[src/rtl/subBytePkg.sv]
package subBytePkg;

  localparam int ByteW = 8;
  localparam int NibW  = ByteW / 2;
  localparam int PairW = NibW / 2;
  localparam int FieldSize = 1 << ByteW;
  localparam int NibSize   = 1 << NibW;
  localparam logic [ByteW-1:0] AffConst = 8'h63;
  localparam logic [PairW-1:0] Phi = 2'b10;

  typedef logic [ByteW-1:0][ByteW-1:0] mat8_t;

  typedef struct packed {
    logic capture;
  } subByteStrobe_t;

  function automatic logic [PairW-1:0] gf4Mul(logic [PairW-1:0] a, logic [PairW-1:0] b);
    logic hi, lo;
    hi = (a[1] & b[1]) ^ (a[1] & b[0]) ^ (a[0] & b[1]);
    lo = (a[1] & b[1]) ^ (a[0] & b[0]);
    return {hi, lo};
  endfunction

  function automatic logic [PairW-1:0] gf4Sq(logic [PairW-1:0] a);
    return {a[1], a[1] ^ a[0]};
  endfunction

  function automatic logic [NibW-1:0] gf16Mul(logic [NibW-1:0] a, logic [NibW-1:0] b);
    logic [PairW-1:0] p11, hi, lo;
    p11 = gf4Mul(a[3:2], b[3:2]);
    hi  = p11 ^ gf4Mul(a[3:2], b[1:0]) ^ gf4Mul(a[1:0], b[3:2]);
    lo  = gf4Mul(p11, Phi) ^ gf4Mul(a[1:0], b[1:0]);
    return {hi, lo};
  endfunction

  function automatic logic [NibW-1:0] gf16Inv(logic [NibW-1:0] a);
    logic [PairW-1:0] norm, normInv;
    norm    = gf4Mul(gf4Sq(a[3:2]), Phi) ^ gf4Mul(a[3:2], a[1:0]) ^ gf4Sq(a[1:0]);
    normInv = gf4Sq(norm);
    return {gf4Mul(a[3:2], normInv), gf4Mul(a[3:2] ^ a[1:0], normInv)};
  endfunction

  function automatic logic [ByteW-1:0] towerMul(logic [ByteW-1:0] a, logic [ByteW-1:0] b,
                                                logic [NibW-1:0] lam);
    logic [NibW-1:0] p11, hi, lo;
    p11 = gf16Mul(a[7:4], b[7:4]);
    hi  = p11 ^ gf16Mul(a[7:4], b[3:0]) ^ gf16Mul(a[3:0], b[7:4]);
    lo  = gf16Mul(p11, lam) ^ gf16Mul(a[3:0], b[3:0]);
    return {hi, lo};
  endfunction

  function automatic logic [NibW-1:0] findLambda();
    logic [NibW-1:0] pick;
    logic found;
    pick  = '0;
    found = 1'b0;
    for (int c = 1; c < NibSize; c++) begin
      logic hit;
      hit = 1'b0;
      for (int s = 0; s < NibSize; s++) begin
        if ((gf16Mul(NibW'(s), NibW'(s)) ^ NibW'(s)) == NibW'(c)) hit = 1'b1;
      end
      if (!hit && !found) begin
        pick  = NibW'(c);
        found = 1'b1;
      end
    end
    return pick;
  endfunction

  function automatic logic [ByteW-1:0] findRoot(logic [NibW-1:0] lam);
    logic [ByteW-1:0] pick;
    logic found;
    pick  = '0;
    found = 1'b0;
    for (int c = 2; c < FieldSize; c++) begin
      logic [ByteW-1:0] p1, p2, p3, p4, p8, poly;
      p1   = ByteW'(c);
      p2   = towerMul(p1, p1, lam);
      p3   = towerMul(p2, p1, lam);
      p4   = towerMul(p2, p2, lam);
      p8   = towerMul(p4, p4, lam);
      poly = p8 ^ p4 ^ p3 ^ p1 ^ 8'h01;
      if (poly == '0 && !found) begin
        pick  = p1;
        found = 1'b1;
      end
    end
    return pick;
  endfunction

  function automatic logic [ByteW-1:0] linApply(mat8_t cols, logic [ByteW-1:0] v);
    logic [ByteW-1:0] acc;
    acc = '0;
    for (int i = 0; i < ByteW; i++) begin
      if (v[i]) acc = acc ^ cols[i];
    end
    return acc;
  endfunction

  function automatic mat8_t buildMapIn(logic [NibW-1:0] lam);
    mat8_t cols;
    logic [ByteW-1:0] root, pw;
    root = findRoot(lam);
    pw   = 8'h01;
    for (int i = 0; i < ByteW; i++) begin
      cols[i] = pw;
      pw = towerMul(pw, root, lam);
    end
    return cols;
  endfunction

  function automatic logic [ByteW-1:0] affLinear(logic [ByteW-1:0] b);
    return b ^ {b[6:0], b[7]} ^ {b[5:0], b[7:6]} ^ {b[4:0], b[7:5]} ^ {b[3:0], b[7:4]};
  endfunction

  function automatic mat8_t buildMapOut(mat8_t mapIn);
    mat8_t cols;
    cols = '0;
    for (int j = 0; j < ByteW; j++) begin
      for (int y = 0; y < FieldSize; y++) begin
        if (linApply(mapIn, ByteW'(y)) == ByteW'(1 << j)) cols[j] = affLinear(ByteW'(y));
      end
    end
    return cols;
  endfunction

endpackage

[src/rtl/subByteCtrl.sv]
module subByteCtrl
  import subBytePkg::*;
#(
  parameter bit OutReg = 1'b1
) (
  input  logic           clk,
  input  logic           rstN,
  input  logic           inValid,
  output subByteStrobe_t stb,
  output logic           outValid
);

  assign stb.capture = inValid;

  generate
    if (OutReg) begin : gValidReg
      logic validQ;
      always_ff @(posedge clk) begin
        if (!rstN) validQ <= 1'b0;
        else       validQ <= inValid;
      end
      assign outValid = validQ;
    end else begin : gValidPass
      assign outValid = inValid;
    end
  endgenerate

endmodule

[src/rtl/subByteDatapath.sv]
module subByteDatapath
  import subBytePkg::*;
#(
  parameter bit OutReg = 1'b1
) (
  input  logic             clk,
  input  logic             rstN,
  input  subByteStrobe_t   stb,
  input  logic [ByteW-1:0] inByte,
  output logic [ByteW-1:0] outByte
);

  localparam logic [NibW-1:0] Lambda = findLambda();
  localparam mat8_t MapIn  = buildMapIn(Lambda);
  localparam mat8_t MapOut = buildMapOut(MapIn);

  logic [ByteW-1:0] towerVal;
  logic [NibW-1:0]  hiNib, loNib, norm, normInv, invHi, invLo;
  logic [ByteW-1:0] subVal;

  always_comb begin
    towerVal = linApply(MapIn, inByte);
    hiNib    = towerVal[ByteW-1:NibW];
    loNib    = towerVal[NibW-1:0];
    norm     = gf16Mul(gf16Mul(hiNib, hiNib), Lambda)
             ^ gf16Mul(hiNib, loNib)
             ^ gf16Mul(loNib, loNib);
    normInv  = gf16Inv(norm);
    invHi    = gf16Mul(hiNib, normInv);
    invLo    = gf16Mul(hiNib ^ loNib, normInv);
    subVal   = linApply(MapOut, {invHi, invLo}) ^ AffConst;
  end

  generate
    if (OutReg) begin : gDataReg
      logic [ByteW-1:0] dataQ;
      always_ff @(posedge clk) begin
        if (!rstN)            dataQ <= '0;
        else if (stb.capture) dataQ <= subVal;
      end
      assign outByte = dataQ;
    end else begin : gDataPass
      assign outByte = subVal;
    end
  endgenerate

endmodule

[src/rtl/aesSubByte.sv]
module aesSubByte
  import subBytePkg::*;
#(
  parameter bit OutReg = 1'b1
) (
  input  logic       clk,
  input  logic       rstN,
  input  logic       inValid,
  input  logic [7:0] inByte,
  output logic       outValid,
  output logic [7:0] outByte
);

  subByteStrobe_t stb;

  subByteCtrl #(.OutReg(OutReg)) uCtrl (
    .clk      (clk),
    .rstN     (rstN),
    .inValid  (inValid),
    .stb      (stb),
    .outValid (outValid)
  );

  subByteDatapath #(.OutReg(OutReg)) uPath (
    .clk     (clk),
    .rstN    (rstN),
    .stb     (stb),
    .inByte  (inByte),
    .outByte (outByte)
  );

endmodule

[config.mk]
export PLATFORM = sky130hd
export DESIGN_NAME = aesSubByte
export DESIGN_NICKNAME = d
export VERILOG_FILES = /design/src/rtl/subBytePkg.sv /design/src/rtl/subByteCtrl.sv /design/src/rtl/subByteDatapath.sv /design/src/rtl/aesSubByte.sv
export SDC_FILE = /design/constraint.sdc
export NUM_CORES = 1
export LEC_CHECK = 0
export ABC_AREA = 0
export BUFFER_PORTS_ARGS = -buffer_cell sky130_fd_sc_hd__buf_2
export CELL_PAD_IN_SITES_DETAIL_PLACEMENT = 0
export CELL_PAD_IN_SITES_GLOBAL_PLACEMENT = 2
export CORE_AREA = 8 8 67 127
export CTS_CLUSTER_DIAMETER = 150
export CTS_CLUSTER_SIZE = 16
export DETAILED_ROUTE_END_ITERATION = 8
export DIE_AREA = 0 0 75 135
export PLACE_DENSITY_LB_ADDON = 0.1
export SLEW_MARGIN = 20
export SYNTH_ARGS = -nofsm -noshare
export SYNTH_HDL_FRONTEND = slang
export SYNTH_SLANG_ARGS = --single-unit
[constraint.sdc]
create_clock -name clk -period 7 [get_ports clk]
set_input_delay 0.7 -clock clk [delete_from_list [all_inputs] [get_ports clk]]
set_output_delay 0.7 -clock clk [all_outputs]
set_load 0.005 [all_outputs]
# Yosys cells after proc, flatten, opt, wreduce, memory -nomap -nowiden
# Index checks and enable logic that the tools add are counted.
# word_totals
out_inout_bits	9
input_bits	11
regBits	9
# op_classes
bitwise	188
mux	16
# ops
cell	n
bitwise XOR 1 bit	79
AND 1 bit	72
2-to-1 mux 7 bit	6
2-to-1 mux 8 bit	5
bitwise XOR 2 bit	19
NOT 4 bit	5
2-to-1 mux 5 bit	3
NOT 3 bit	4
NOT 6 bit	2
bitwise XOR 4 bit	3
2-to-1 mux 6 bit	1
NOT 5 bit	1
NOT 3 -> 4 bit	1
NOT 1 -> 2 bit	1
NOT 2 bit	1
2-to-1 mux 1 bit	1

# Logic depth before layout (Yosys ltp)
# depth
depth_word	54
mapped_depth	26
ltp_nobuf	22

# Modules after synthesis
# From an unflattened synthesis, not the netlist that was laid out.
# unflattened
hier_cells	302
hier_area_um2	2394.8
# by_module_without_submodules
mod	seq_area_each_um2	area_per_inst_um2	instances	cells_each
subByteDatapath	160.2	2361.0	1	299
subByteCtrl	20.0	33.8	1	3

# Least setup slack after synthesis
# No wires, ideal clock.
# synth_path
kind	input -> register
from	in inByte[2]
to	reg uPath.gDataReg.dataQ[3] (netlist: uPath.outByte[3])
setup_ns	0.078
arrival_time_ns	6.050
slack_ns	0.873
cell_stages	26
path_cell_list	buf_2 -> xnor2_1 -> xor2_2 -> xnor2_1 -> inv_1 -> ha_1 -> xnor2_1 -> xnor2_1 -> xnor2_1 -> xnor2_1 -> buf_2 -> inv_2 -> ha_1 -> buf_1 -> nand2_1 -> nor4_1 -> o21a_1 -> or4_1 -> buf_2 -> nor4_1 -> nor3_2 -> xor2_1 -> xnor3_1 -> xnor2_2 -> and3b_1 -> nor3_1
# synth_via
elab_chain_cells	44
elab_cells_between_ends	175
# synth_rtl
item	line_no	source
from (decl)	aesSubByte.sv:9	input logic [7:0] inByte,
2-to-1 mux 7 bit (*)	subBytePkg.sv:96	if (v[i]) acc = acc ^ cols[i];
NOT 4 bit (no line)	-	
2-to-1 mux 7 bit (*)	subBytePkg.sv:96	
NOT 4 bit (no line)	-	
2-to-1 mux 7 bit (*)	subBytePkg.sv:96	
2-to-1 mux 8 bit (*)	subBytePkg.sv:96	
NOT 3 bit (no line)	-	
2-to-1 mux 7 bit (*)	subBytePkg.sv:96	
[28 not listed]	-	
NOT 5 bit (no line)	-	
2-to-1 mux 8 bit	subBytePkg.sv:96	
NOT 6 bit (no line)	-	
2-to-1 mux 7 bit	subBytePkg.sv:96	
2-to-1 mux 8 bit	subBytePkg.sv:96	
2-to-1 mux 6 bit	subBytePkg.sv:96	
NOT 3 bit (no line)	-	
2-to-1 mux 5 bit (*)	subBytePkg.sv:96	
to (signal assigned)	subByteDatapath.sv:39	else if (stb.capture) dataQ <= subVal;
to (decl)	subByteDatapath.sv:36	logic [ByteW-1:0] dataQ;
# Mark *: on every way between the ends. The rest lies on a longest branch, timed or not.
# A chain may end at the register's enable or synchronous reset.

# Final worst setup path
# layout_path
from	in inByte[2]
to	reg uPath.gDataReg.dataQ[4] (netlist: uPath.outByte[4])
# layout_via
elab_chain_cells	46
elab_cells_between_ends	188
# layout_rtl
item	line_no
2-to-1 mux 7 bit (*)	subBytePkg.sv:96
NOT 4 bit (no line)	-
2-to-1 mux 7 bit (*)	subBytePkg.sv:96
NOT 4 bit (no line)	-
2-to-1 mux 7 bit (*)	subBytePkg.sv:96
2-to-1 mux 8 bit (*)	subBytePkg.sv:96
NOT 3 bit (no line)	-
2-to-1 mux 7 bit (*)	subBytePkg.sv:96
[30 not listed]	-
2-to-1 mux 8 bit	subBytePkg.sv:96
NOT 6 bit (no line)	-
2-to-1 mux 7 bit	subBytePkg.sv:96
NOT 6 bit (no line)	-
2-to-1 mux 8 bit	subBytePkg.sv:96
2-to-1 mux 6 bit	subBytePkg.sv:96
NOT 3 bit (no line)	-
2-to-1 mux 5 bit (*)	subBytePkg.sv:96
# Marked as above.

==> qor.yml <==
cts_htree_levels: 1
synth_edf_count: 0
fp-row-count: 43
skew_ns: 0
insertion_delay_ns: 0.23
postRouteAntennaNets: 0
final_nets: 336
worstReg2RegEnd: "uPath.outByte[0]$_SDFFE_PN0P_"
min_from: "uPath.outByte[1]$_SDFFE_PN0P_"
required_ns: 7.10
grt_pass1_vias: 2177
cts-resized-gates: 0
post-route-min-period_ns: 6.58
num_vias: 2256
drive_gt1_frac: 0.179
critPathArrivalTime_ns: 6.68
synth-async-reset-ratio: 0
cts.sinks: 9
drc: 0
relSlewSlack: 0.417
core_um2: 6830
end_kind: "flip-flop"
initial_core_util: 0.359
wl_per_cell_um: 15.9
synth_ff_type: "dfxtp_1"
crit-reg2reg-launch: "uPath.outByte[0]$_SDFFE_PN0P_"
finalHoldViolations: 0
postCtsSetupBuffers: 0
max-cap-violations: 0
synth_area_um2: 2460
clk_path_buf_depth: 2
die_area_um2: 10100
cp-start-kind: "input pin"
synthDominantCellAreaShare: 0.150
hpwl_mm: 5.08
synth.area.top_cells: "xnor2_1 (15%), dfxtp_1 (7.3%), xnor2_2 (4.0%)"
clockRootBuffer: "clkbuf_16"
io_buffers: 19
ys_warn_count: 0
synth_top_area_cell: "xnor2_1"
ff2ff_path_depth: 2
setup_tns_ns: 0
worst_pin_slew_ns: 0.869
setup.reg_to_reg.worst_slack_ns: 6.18
antenna_cells: 0
grt_start_max_net_pins: 21
die_h_um: 135
setup_viol: 0
cts_tree: "built"
holdPathStages: 2
cts_hold_buf: 0
die_w_um: 75
via_per_inst: 5.52
syn_avg_cell_area_um2: 7.87
track_usage: 0.133
drt_first_pass_iters: 4
rsz0062_at_grt: "no"
drt-total-wl_mm: 6.49
gp_congestion: 0.829
path_max_fanout: 14
synth-seq-area-share: 0.0734
synth.distinct_cells: 73
cts_made_buffers: 3
ys_ff_latch: 9
nFillCells: 764
syn_nets: 328
hold_end: "uPath.outByte[1]$_SDFFE_PN0P_"
antenna_found_initial: 0
min_path_type: "reg2reg"
drtIter0Drc: 134
maxSlewViolCount: 0
synthCells: 312
min_period_over_period: 0.940
grt_pass1_wl_mm: 10.9
critPathKind: "in2reg"
io_pins: 20
clk_pin_slew_ns: 0.04
max_freq_ghz: 0.152
area_growth_pct: 9.12
status: "completed"
grt_overflow: 0
critical path, stage by stage:
cell and delay (ns):
buf_2 0.21, xnor2_1 0.35, xor2_2 0.16, xnor2_1 0.56, inv_1 0.20, ha_1 0.24, xnor2_1 0.23, xnor3_1 0.53
xnor2_4 0.31, xnor2_2 0.17, xnor3_1 0.40, o221ai_1 0.17, or4_1 0.73, nor4_1 0.38, nor3_2 0.10, xor2_1 0.23
xnor3_1 0.51, xnor2_2 0.18, xnor2_1 0.19, a21oi_1 0.09
kinds of logic (layout without fill, tap and decap cells):
| kind of cell | after synthesis | after routing | synth area share |
|---|---|---|---|
| compound gates | 83 | 83 | 0.254 |
| xor+xnor | 68 | 68 | 0.315 |
| fa+ha+maj | 7 | 7 | 0.0341 |
| buf+inv | 33 | 40 | 0.0591 |
| flops | 9 | 9 | 0.0734 |
| mux | 9 | 9 | 0.0438 |
| simple gates | 103 | 103 | 0.221 |
metal layers:
metal | vias to the layer above | part of all wire | track usage
met4 | 0 | 0.0085 | 0.0176
met3 | 4 | 0.031 | 0.0215
met1 | 1048 | 0.44 | 0.170
met2 | 47 | 0.52 | 0.228
li1 | 1157 | - | -
met5 | - | 0 | 0
worst max path at each step:
stage | to | start
floorplan | uPath.outByte[3]$_SDFFE_PN0P_ | inByte[2]
global placement | uPath.outByte[4]$_SDFFE_PN0P_ | inByte[2]
CTS | uPath.outByte[4]$_SDFFE_PN0P_ | inByte[2]
global route | uPath.outByte[4]$_SDFFE_PN0P_ | inByte[2]
detailed placement | uPath.outByte[4]$_SDFFE_PN0P_ | inByte[2]
finish | uPath.outByte[4]$_SDFFE_PN0P_ | inByte[2]
synth_stat cells (3+ instances only):
| library cell | number |
|---|---|
| nor2b_1 | 6 |
| o211ai_1 | 3 |
| o21ai_0 | 16 |
| xor2_1 | 10 |
| buf_2 | 5 |
| nor4_1 | 7 |
| buf_1 | 3 |
| o31ai_1 | 3 |
| clkbuf_1 | 9 |
| nand2b_1 | 5 |
| o22ai_1 | 3 |
| inv_1 | 8 |
| and3_1 | 5 |
| inv_2 | 4 |
| xnor2_2 | 6 |
| nand3_1 | 4 |
| and2_1 | 3 |
| nor2_1 | 22 |
| mux2i_1 | 6 |
| nor3_1 | 9 |
| nand2_1 | 24 |
| xnor2_4 | 3 |
| nor3b_1 | 4 |
| xnor3_1 | 4 |
| xor2_2 | 3 |
| buf_4 | 4 |
| xnor2_1 | 42 |
| dfxtp_1 | 9 |
| a211oi_1 | 4 |
| o221ai_1 | 3 |
| a22oi_1 | 5 |
| ha_1 | 5 |
| o221a_2 | 3 |
| a21oi_1 | 12 |
| o211a_1 | 4 |
per-stage QoR:
| step | worst slack, ns | cells | util | hold WS [ns] | cell area (µm²) |
|---|---|---|---|---|---|
| after global placement | 0.277 | 405 | 0.381 | 0.501 | 2600 |
| final | 0.423 | 409 | 0.392 | 0.513 | 2680 |
| after floorplan | 0.873 | 312 | - | 0.507 | 2460 |
| after CTS | 0.417 | 409 | 0.392 | 0.517 | 2680 |
| after global routing | 0.00850 | 409 | 0.392 | 0.541 | 2680 |
| after detailed placement | 0.189 | 405 | 0.381 | 0.504 | 2600 |
cell type report:
cell class / instances / area [µm²] / area share
timing repair buffer: 24 / 133 / 0.0495
sequential: 9 / 180 / 0.0672
tap: 90 / 113 / 0.0420
multi-input combinational: 270 / 2130 / 0.795
clock buffer: 4 / 78.8 / 0.0294
inverter: 12 / 45.0 / 0.0168
state kept, by name (all words and copies together), names as in the netlist:
name and flops:
uPath.outByte 8, uCtrl.outValid 1
cells in the final DEF, fill, tap and decap left out, types with 6 or more instances in the layout:
cell	instances
xor2_1	10
inv_1	8
nor4_1	7
o21ai_0	16
xnor2_1	42
dfxtp_1	9
buf_2	19
nor2_1	22
nor3_1	9
xnor2_2	6
mux2i_1	6
nand2_1	24
a21oi_1	12
nor2b_1	6
Power is not shown: default switching activity piles up to over one toggle a cycle in this logic, so the estimate is an artifact.
